[src/rtl/mo_pkg.sv]
package mo_pkg;

    // Node kinds; the codes are also the parameter encoding
    typedef enum logic [1:0] {
        MO_LOAD  = 2'd0,
        MO_STORE = 2'd1,
        MO_FWD   = 2'd2
    } mo_kind_e;

    // Per-node sequencing states
    typedef enum logic [1:0] {
        ND_IDLE  = 2'd0,
        ND_ISSUE = 2'd1,
        ND_DRAIN = 2'd2
    } mo_state_e;

    // Width of each node's port-number field in NODE_PORT
    localparam int PORT_FW = 4;

    // Qualifier bit positions
    localparam int Q_ACT = 0;
    localparam int Q_CAN = 1;

endpackage

[src/rtl/mo_ctl_filter.sv]
module mo_ctl_filter
    import mo_pkg::*;
#(
    parameter mo_kind_e   KIND = MO_LOAD,
    parameter logic [1:0] QA   = 2'b11,
    parameter logic [1:0] QB   = 2'b00
) (
    input  logic act_a,
    input  logic can_a,
    input  logic act_b,
    input  logic can_b,
    output logic act_o,
    output logic can_o
);

    // Only stores own a place for a control-edge cancel
    localparam logic CAN_OK = (KIND == MO_STORE);

    logic act_pass_a, act_pass_b;
    logic can_pass_a, can_pass_b;

    always_comb begin
        act_pass_a = QA[Q_ACT] & act_a;
        act_pass_b = QB[Q_ACT] & act_b;
        can_pass_a = QA[Q_CAN] & can_a;
        can_pass_b = QB[Q_CAN] & can_b;
        act_o      = act_pass_a | act_pass_b;
        can_o      = CAN_OK & (can_pass_a | can_pass_b);
    end

endmodule

[src/rtl/mo_node.sv]
module mo_node
    import mo_pkg::*;
#(
    parameter mo_kind_e KIND = MO_LOAD
) (
    input  logic clk,
    input  logic rst_n,
    input  logic ord_in,
    input  logic act_in,
    input  logic can_in,
    input  logic res_cancel,
    input  logic ack,
    output logic req,
    output logic is_write,
    output logic done,
    output logic bwd_cancel
);

    localparam logic IS_ST = (KIND == MO_STORE);
    localparam logic IS_LD = (KIND == MO_LOAD);
    localparam logic IS_FW = (KIND == MO_FWD);

    mo_state_e state_q, state_d;
    logic      ord_q, act_q, kill_q;
    logic      take, drop, drop_kill;

    // Next state and token consumption
    always_comb begin
        state_d   = state_q;
        take      = 1'b0;
        drop      = 1'b0;
        drop_kill = 1'b0;
        unique case (state_q)
            ND_IDLE: begin
                if (IS_ST && kill_q) begin
                    drop      = 1'b1;
                    drop_kill = 1'b1;
                end else if (IS_LD && res_cancel) begin
                    drop = 1'b1;
                end else if (ord_q && act_q) begin
                    take = 1'b1;
                    if (!IS_FW) begin
                        state_d = ND_ISSUE;
                    end
                end
            end
            ND_ISSUE: begin
                if (ack) begin
                    state_d = ND_IDLE;
                end else if (IS_LD && res_cancel) begin
                    state_d = ND_DRAIN;
                end
            end
            ND_DRAIN: begin
                if (ack) begin
                    state_d = ND_IDLE;
                end
            end
            default: state_d = ND_IDLE;
        endcase
    end

    // State register and token places
    always_ff @(posedge clk) begin
        if (!rst_n) begin
            state_q <= ND_IDLE;
            ord_q   <= 1'b0;
            act_q   <= 1'b0;
            kill_q  <= 1'b0;
        end else begin
            state_q <= state_d;
            ord_q   <= (ord_q && !take && !drop) || ord_in;
            act_q   <= (act_q && !take && !drop) || act_in;
            kill_q  <= (kill_q && !drop_kill) || can_in;
        end
    end

    // Outputs
    always_comb begin
        req        = 1'b0;
        is_write   = 1'b0;
        done       = 1'b0;
        bwd_cancel = 1'b0;
        unique case (state_q)
            ND_IDLE: begin
                done       = IS_FW && take;
                bwd_cancel = drop_kill;
            end
            ND_ISSUE: begin
                req      = 1'b1;
                is_write = IS_ST;
                done     = ack && !(IS_LD && res_cancel);
            end
            ND_DRAIN: begin
                req = 1'b1;
            end
            default: ;
        endcase
    end

endmodule

[src/rtl/mo_order_net.sv]
module mo_order_net
    import mo_pkg::*;
#(
    parameter int NUM_NODES = 5,
    parameter int NUM_PORTS = 2,
    parameter logic [2*NUM_NODES-1:0]         NODE_KIND = 10'b01_00_10_01_00,
    parameter logic [PORT_FW*NUM_NODES-1:0]   NODE_PORT = 20'h01010,
    parameter logic [NUM_NODES*NUM_NODES-1:0] PRED_MASK = 25'b01001_00110_00000_00000_00000,
    parameter logic [NUM_NODES-1:0]           JOIN_ALL  = 5'b10000,
    parameter logic [2*NUM_NODES-1:0]         QUAL_A    = 10'b11_11_11_01_11,
    parameter logic [2*NUM_NODES-1:0]         QUAL_B    = 10'b00_00_00_10_00
) (
    input  logic                 clk,
    input  logic                 rst_n,
    input  logic                 seq_start,
    input  logic [NUM_NODES-1:0] ctl_a_act,
    input  logic [NUM_NODES-1:0] ctl_a_can,
    input  logic [NUM_NODES-1:0] ctl_b_act,
    input  logic [NUM_NODES-1:0] ctl_b_can,
    input  logic [NUM_NODES-1:0] res_cancel,
    input  logic [NUM_PORTS-1:0] port_ack,
    output logic [NUM_PORTS-1:0] port_req,
    output logic [NUM_PORTS-1:0] port_write,
    output logic [NUM_NODES-1:0] node_done,
    output logic [NUM_NODES-1:0] data_cancel
);

    logic [NUM_NODES-1:0] ord_fire;
    logic [NUM_NODES-1:0] act_ok;
    logic [NUM_NODES-1:0] can_ok;
    logic [NUM_NODES-1:0] node_req;
    logic [NUM_NODES-1:0] node_wr;

    for (genvar i = 0; i < NUM_NODES; i++) begin : g_node
        localparam mo_kind_e       KIND_I = mo_kind_e'(NODE_KIND[2*i +: 2]);
        localparam int             PORT_I = int'(NODE_PORT[PORT_FW*i +: PORT_FW]);
        localparam logic [NUM_NODES-1:0] MASK_I = PRED_MASK[NUM_NODES*i +: NUM_NODES];

        // Memory-order join in front of the node
        if (MASK_I == '0) begin : g_root
            assign ord_fire[i] = seq_start;
        end else if (JOIN_ALL[i]) begin : g_and
            logic [NUM_NODES-1:0] seen_q;
            logic [NUM_NODES-1:0] hit;
            assign hit         = seen_q | (node_done & MASK_I);
            assign ord_fire[i] = (hit == MASK_I);
            always_ff @(posedge clk) begin
                if (!rst_n) begin
                    seen_q <= '0;
                end else if (ord_fire[i]) begin
                    seen_q <= '0;
                end else begin
                    seen_q <= hit;
                end
            end
        end else begin : g_or
            assign ord_fire[i] = |(node_done & MASK_I);
        end

        mo_ctl_filter #(
            .KIND (KIND_I),
            .QA   (QUAL_A[2*i +: 2]),
            .QB   (QUAL_B[2*i +: 2])
        ) u_filt (
            .act_a (ctl_a_act[i]),
            .can_a (ctl_a_can[i]),
            .act_b (ctl_b_act[i]),
            .can_b (ctl_b_can[i]),
            .act_o (act_ok[i]),
            .can_o (can_ok[i])
        );

        mo_node #(
            .KIND (KIND_I)
        ) u_node (
            .clk        (clk),
            .rst_n      (rst_n),
            .ord_in     (ord_fire[i]),
            .act_in     (act_ok[i]),
            .can_in     (can_ok[i]),
            .res_cancel (res_cancel[i]),
            .ack        (port_ack[PORT_I]),
            .req        (node_req[i]),
            .is_write   (node_wr[i]),
            .done       (node_done[i]),
            .bwd_cancel (data_cancel[i])
        );
    end

    // Static binding of nodes onto ports
    always_comb begin
        port_req   = '0;
        port_write = '0;
        for (int p = 0; p < NUM_PORTS; p++) begin
            for (int n = 0; n < NUM_NODES; n++) begin
                if (int'(NODE_PORT[PORT_FW*n +: PORT_FW]) == p) begin
                    port_req[p]   = port_req[p] | node_req[n];
                    port_write[p] = port_write[p] | node_wr[n];
                end
            end
        end
    end

endmodule

[config.mk]
export PLATFORM = sky130hd
export DESIGN_NAME = mo_order_net
export DESIGN_NICKNAME = d
export VERILOG_FILES = /design/src/rtl/mo_pkg.sv /design/src/rtl/mo_ctl_filter.sv /design/src/rtl/mo_node.sv /design/src/rtl/mo_order_net.sv
export SDC_FILE = /design/constraint.sdc
export NUM_CORES = 1
export LEC_CHECK = 0
export ABC_AREA = 1
export BUFFER_PORTS_ARGS = -buffer_cell sky130_fd_sc_hd__buf_2
export CORE_MARGIN = 5
export CORE_UTILIZATION = 43
export DETAILED_ROUTE_END_ITERATION = 6
export GPL_ROUTABILITY_DRIVEN = 1
export PLACE_DENSITY = 0.75
export SYNTH_ARGS = -nofsm -noshare
export SYNTH_HDL_FRONTEND = slang
export SYNTH_SLANG_ARGS = --single-unit
[constraint.sdc]
create_clock -name clk -period 1.1 [get_ports clk]
set_clock_uncertainty 0.05 [all_clocks]
set_input_delay 0.055 -clock clk [delete_from_list [all_inputs] [get_ports clk]]
set_output_delay 0.055 -clock clk [all_outputs]
set_load 0.01 [all_outputs]
[Word level (Yosys, flattened, before mapping)]
Cells that the tools add are included.
Word-level totals
  register bits after elaboration: 27
  bits of input ports: 30
  output and inout port bits: 14
  logic and storage cells: 172
Cells by class
  eq/ne operators: 26
  multiplexer cells: 55
  bitwise logic cells: 6
  reductions and logical operators: 67
Operators by type and width (count)
  $mux 1: 35
  $mux 2: 14
  $logic_and 1x1->1: 27
  $ne 2x1->1 const B: 7
  $reduce_or 2->1: 7
  $logic_or 1x1->1: 12
  $ne 2x2->1 const B: 6
  $pmux 2 s2: 3
  $pmux 2 s3: 2
  $logic_not 1->1: 11
  $eq 2x1->1 const B: 5
  $eq 2x2->1 const B: 5
  $logic_not 2->1: 5
  $reduce_and 4->1: 2
  $ne 3x3->1 const B: 2
  $reduce_and 3->1: 2
  $eq 5x4->1 const B: 1
  $or 5x4->5: 1
  $or 1x1->1: 3
  $not 1->1: 2
  $pmux 1 s2: 1
  $reduce_and 2->1: 1

[Logic depth before layout (Yosys ltp)]
  word-level depth: 8
  gate-level depth with buffers: 8
  gate-level depth less buffers: 8

[Modules after synthesis]
From an unflattened synthesis, not the netlist that was laid out.
Unflattened totals
  cell total of the unflattened synthesis: 190
  area total of the unflattened synthesis: 1247.4 sq um
By module, submodules not included
  mo_node (g_node[0].u_node ...): times used 2, cells an instance 40, area each 272.8 sq um, sequential area each 80.1 sq um
  mo_node (g_node[1].u_node ...): times used 2, cells an instance 28, area each 183.9 sq um, sequential area each 80.1 sq um
  mo_order_net: times used 1, cells an instance 24, area each 137.6 sq um, sequential area each 40.0 sq um
  mo_node (g_node[2].u_node): times used 1, cells an instance 17, area each 110.1 sq um, sequential area each 40.0 sq um
  mo_ctl_filter (g_node[0].u_filt ...): times used 3, cells an instance 3, area each 18.8 sq um, sequential area each 0.0 sq um
  mo_ctl_filter (g_node[1].u_filt ...): times used 2, cells an instance 2, area each 15.0 sq um, sequential area each 0.0 sq um

[Worst setup path before layout]
No wires, ideal clock.
  path kind: register to register
  from: register g_node[0].u_node.state_q[0]
  to: register g_node[0].u_node.state_q[1]
  setup time: 0.115 ns
  arrival time: 0.954 ns
  required time: 0.935 ns
  path slack: -0.019 ns
  stages on the path, launching flop included: 9
  clock period less this slack: 1.119 ns
  cells stage by stage: dfxtp_1 -> inv_1 -> ha_1 -> nand2_1 -> nand2_2 -> inv_1 -> nand3_2 -> nand2_1 -> nor2_1
Between the ends
  cells in the longest elaborated chain, start to end: 3
  elaborated cells between the ends (all ways): 9
  classes of those cells: eq/ne (6); mux (1); reduce/logical (2)
Ends and longest elaborated chain
  start: declaration: line mo_node.sv:23  | mo_state_e state_q, state_d;
  start signal: assignment: line mo_node.sv:71  | state_q <= state_d;
  $eq 2x1->1, or another cell as far along: line mo_node.sv:33  | unique case (state_q)
  $ne 3x3->1 (no line), or another cell as far along
  $reduce_and 4->1 (no line)
Several ways; a longest one is shown, not always the timed one.
A chain may end at the register's enable or synchronous reset.

[Worst setup path in the final report]
  from: register g_node[0].u_node.state_q[0]
  to: output port port_req[0]
Between the ends
  cells in the longest elaborated chain, start to end: 5
  elaborated cells between the ends (all ways): 6
  classes of those cells: eq/ne (2); mux (1); bitwise (2); reduce/logical (1)
Ends and longest elaborated chain
  $eq 2x2->1 or $eq 2x1->1 (tied branches): line mo_node.sv:84  | unique case (state_q)
  $reduce_or 2->1 (no line) *
  $mux 1 *: line mo_node.sv:84
  $or 1x1->1 * (2 in a row): line mo_order_net.sv:97  | port_req[p] = port_req[p] | node_req[n];
  end: declaration: line mo_order_net.sv:22  | output logic [NUM_PORTS-1:0] port_req,
Mark *: on every way between the ends. The rest lies on a longest branch, timed or not.

==> impl_metrics.env <==
export IMPL_cts_buffer_depth=2
export IMPL_ios=44
export IMPL_rsz0062_at_grt="true"
export IMPL_reg2regPathDepth=7
export IMPL_timing_critical_path_buf_inv=2
export IMPL_cts_sinks=20
export IMPL_drc=0
export IMPL_die_x_um=60.8
export IMPL_r2r_start="g_node[0].u_node.state_q[1]$_SDFFE_PN0P_"
export IMPL_path_cells="inv_4 > ha_4 > or2_4 > buf_6"
export IMPL_p_leak_nw=0.827
export IMPL_ys_seq_elements=20
export IMPL_port_buffers=24
export IMPL_multiInputGateArea_um2=687
export IMPL_grt_overflow_total=0
export IMPL_placed_cells=197
export IMPL_regToRegSetupSlack_ps=-240
export IMPL_final_nets=229
export IMPL_drt_iter0_drc=20
export IMPL_clk_pin_slew_ps=110
export IMPL_crit_start="g_node[0].u_node.state_q[0]$_SDFFE_PN0P_"
export IMPL_regArea_um2=420
export IMPL_dp_hpwl_um=1630
export IMPL_htree_num_levels=1
export IMPL_final_hold_viol_count=0
export IMPL_worst_path_stages=4
export IMPL_met1Wirelength_um=1020
export IMPL_yosys_warnings=0
export IMPL_via_count=1096
export IMPL_core_um2=2480
export IMPL_synth_top_area_share_pct=36.1
export IMPL_start_util_pct=44.7
export IMPL_root_buffer="clkbuf_4"
export IMPL_clock_latency_ps=300
export IMPL_grt_usage_pct=15.9
export IMPL_wirelength_um=2910
export IMPL_ys_seq_area_share_pct=36.1
export IMPL_setup_slack_ps=-306
export IMPL_rows=18
export IMPL_top_layer="met4"
export IMPL_synth_avg_cell_area_um2=7.29
export IMPL_p_switching_mw=0.482
export IMPL_clockPowerShare_pct=25.9
export IMPL_hold_class="in2reg"
export IMPL_end_kind="primary output"
export IMPL_critPathMaxFanout=3
export IMPL_final_setup_viol_count=11
export IMPL_wl_per_cell_um=13.1
export IMPL_synthTopCellsByArea="dfxtp_1 36%, inv_1 8.8%, buf_4 8.1%"
export IMPL_synth_area_um2=1110
export IMPL_drv_slew=0
export IMPL_path_class="reg2out"
export IMPL_n_fill_cell=208
export IMPL_status="finished, violations left"
export IMPL_grt_pass1_wl_um=4350
export IMPL_cp_endpoint="port_req[0]"
export IMPL_peakVddDrop_mv=0.781
export IMPL_n_antenna_cell=0
export IMPL_die_area_um2=3690
export IMPL_start_kind="flip-flop"
export IMPL_intPower_mw=1.17
export IMPL_die_y_um=60.8
export IMPL_swShare_pct=29.2
export IMPL_max_cap_viol_count=0
export IMPL_cts_tree="done"
export IMPL_wl_met2_um=1680
export IMPL_max_freq_mhz=711
export IMPL_fin_util_pct=67.3
export IMPL_power_density_nw_per_um2=990
export IMPL_p_seq_share_pct=48.2
export IMPL_violations="setup timing"
export IMPL_drtPass1Iterations=4
export IMPL_synthDistinctLibCells=19
export IMPL_worstPathArrival_ps=1300
export IMPL_period_needed_ps=1410
export IMPL_min_period_over_period_pct=128
export IMPL_cp_slowest_cell="dfxtp_4"
export IMPL_drive_gt1_share_pct=52.1
export IMPL_viasPerCell=4.94
export IMPL_wl_met3_um=174
export IMPL_worst_ep_required_time_ps=1000
export IMPL_syn_instance_count=152
export IMPL_gp_congestion=0.785
export IMPL_postRouteAntennaNets=0
export IMPL_grt_antenna_before_repair=0
export IMPL_rr_endpoint="g_node[0].u_node.state_q[0]$_SDFFE_PN0P_"
export IMPL_grt_pass1_vias=1079
export IMPL_synth_area_leader_cell="dfxtp_1"
export IMPL_worst_path_largest_cell_delay_ps=380
export IMPL_whs_ps=24.4
export IMPL_cts_buffers=3
export IMPL_cp_top_family="flip-flops"
export IMPL_fin_cells=222
export IMPL_power_frac_comb_pct=26.0
export IMPL_area_growth_synth_to_final_pct=50.5
export IMPL_grt_max_degree=17
==> power by group through the flow <==
stage | Combinational, mW | Sequential (mW) | Clock, mW
after floorplan | 0.195 | 0.797 | 0
after global placement | 0.246 | 0.800 | 0
after detailed placement | 0.255 | 0.803 | 0
after CTS | 0.362 | 0.787 | 0.444
after global routing | 0.461 | 0.803 | 0.483
final | 0.429 | 0.796 | 0.427
==> how the worst min path moves through the flow <==
stage,startpoint,endpoint,cells past startpoint
2_1_floorplan,ctl_b_can[1],g_node[1].u_node.kill_q$_SDFF_PN0_,2
3_3_place_gp,ctl_a_act[2],g_node[2].u_node.act_q$_SDFF_PN0_,3
3_5_place_dp,ctl_b_can[1],g_node[1].u_node.kill_q$_SDFF_PN0_,3
4_1_cts,port_ack[0],g_node[4].u_node.state_q[0]$_SDFFE_PN0P_,4
5_1_grt,port_ack[1],g_node[3].u_node.ord_q$_SDFF_PN0_,3
6_report,port_ack[0],g_node[4].u_node.state_q[0]$_SDFFE_PN0P_,4
==> repair_timing <==
item,4_1_cts,5_1_grt
endpoints found under the hold margin,14,0
gates resized for setup,44,27
hold buffers,9,0
endpoints found under the setup margin,18,17
buffers inserted,10,4
pin swaps,15,12
==> cell families after synthesis <==
family	Yosys count	share of synthesized area, %
AOI/OAI and AO/OA	20	11.4
adders and majority gates	6	6.77
buffers and inverters	45	20.0
DFF	20	36.1
other	1	0.338
and+or+nand+nor	60	25.4
==> per-stage QoR <==
step,area (um2),total power [mW],setup TNS (ps),worst slack (ps)
after floorplan,1120,0.993,0,6.69
after global placement,1190,1.05,-395,-56.8
after detailed placement,1190,1.06,-767,-113
after CTS,1540,1.59,-1630,-294
after global routing,1670,1.75,-2740,-352
final,1670,1.65,-2150,-306
==> final cells by class <==
cell class              count  share of cell area [%]
well taps                  30                    2.25
inverters                  32                    7.95
repair buffers             47                    21.2
clock buffers               4                    2.18
multi-input cells          89                    41.2
flip-flops and latches     20                    25.2
==> worst min-delay path: cells and delay by family <==
family / cells / cell delay [ps]
compound gates: 1 / 50
buf+inv: 2 / 170
simple gates: 1 / 60
==> placed cells by master, fill, tap and decap left out, drive strengths merged, types with 3 or more instances in the layout <==
cell type / count
buf: 38
inv: 32
nand2: 28
dfxtp: 20
a21oi: 14
nor2: 13
nand3: 13
dlygate4sd3: 9
ha: 6
nand4: 4
clkbuf: 4
conb: 3
o21bai: 3
a31oi: 3
==> per-layer routing <==
metal | vias up | GRT usage (%)
met2 | 36 | 32.1
met5 | - | 0
li1 | 538 | -
met3 | 6 | 4.47
met1 | 516 | 14.8
met4 | 0 | 5.57
==> sequential cells by signal, summed over array words and instances, names as in the netlist <==
name,flops
g_node.g_and.seen_q,2
g_node.u_node.act_q,5
g_node.u_node.kill_q,2
g_node.u_node.ord_q,5
g_node.u_node.state_q,6
==> synthesized netlist by cell type <==
cell type	number
inv_1	26
nand2_1	22
dfxtp_1	20
a21oi_1	13
nor2_1	13
buf_4	12
nand3_1	11
ha_1	6
inv_2	6
nand2_2	6
nand4_1	4
a31oi_1	3
nand3_2	2
o21bai_1	2
or2_2	2
a21oi_2	1
buf_6	1
conb_1	1
o21bai_4	1
No activity file was read; power rests on OpenSTA's default activity.
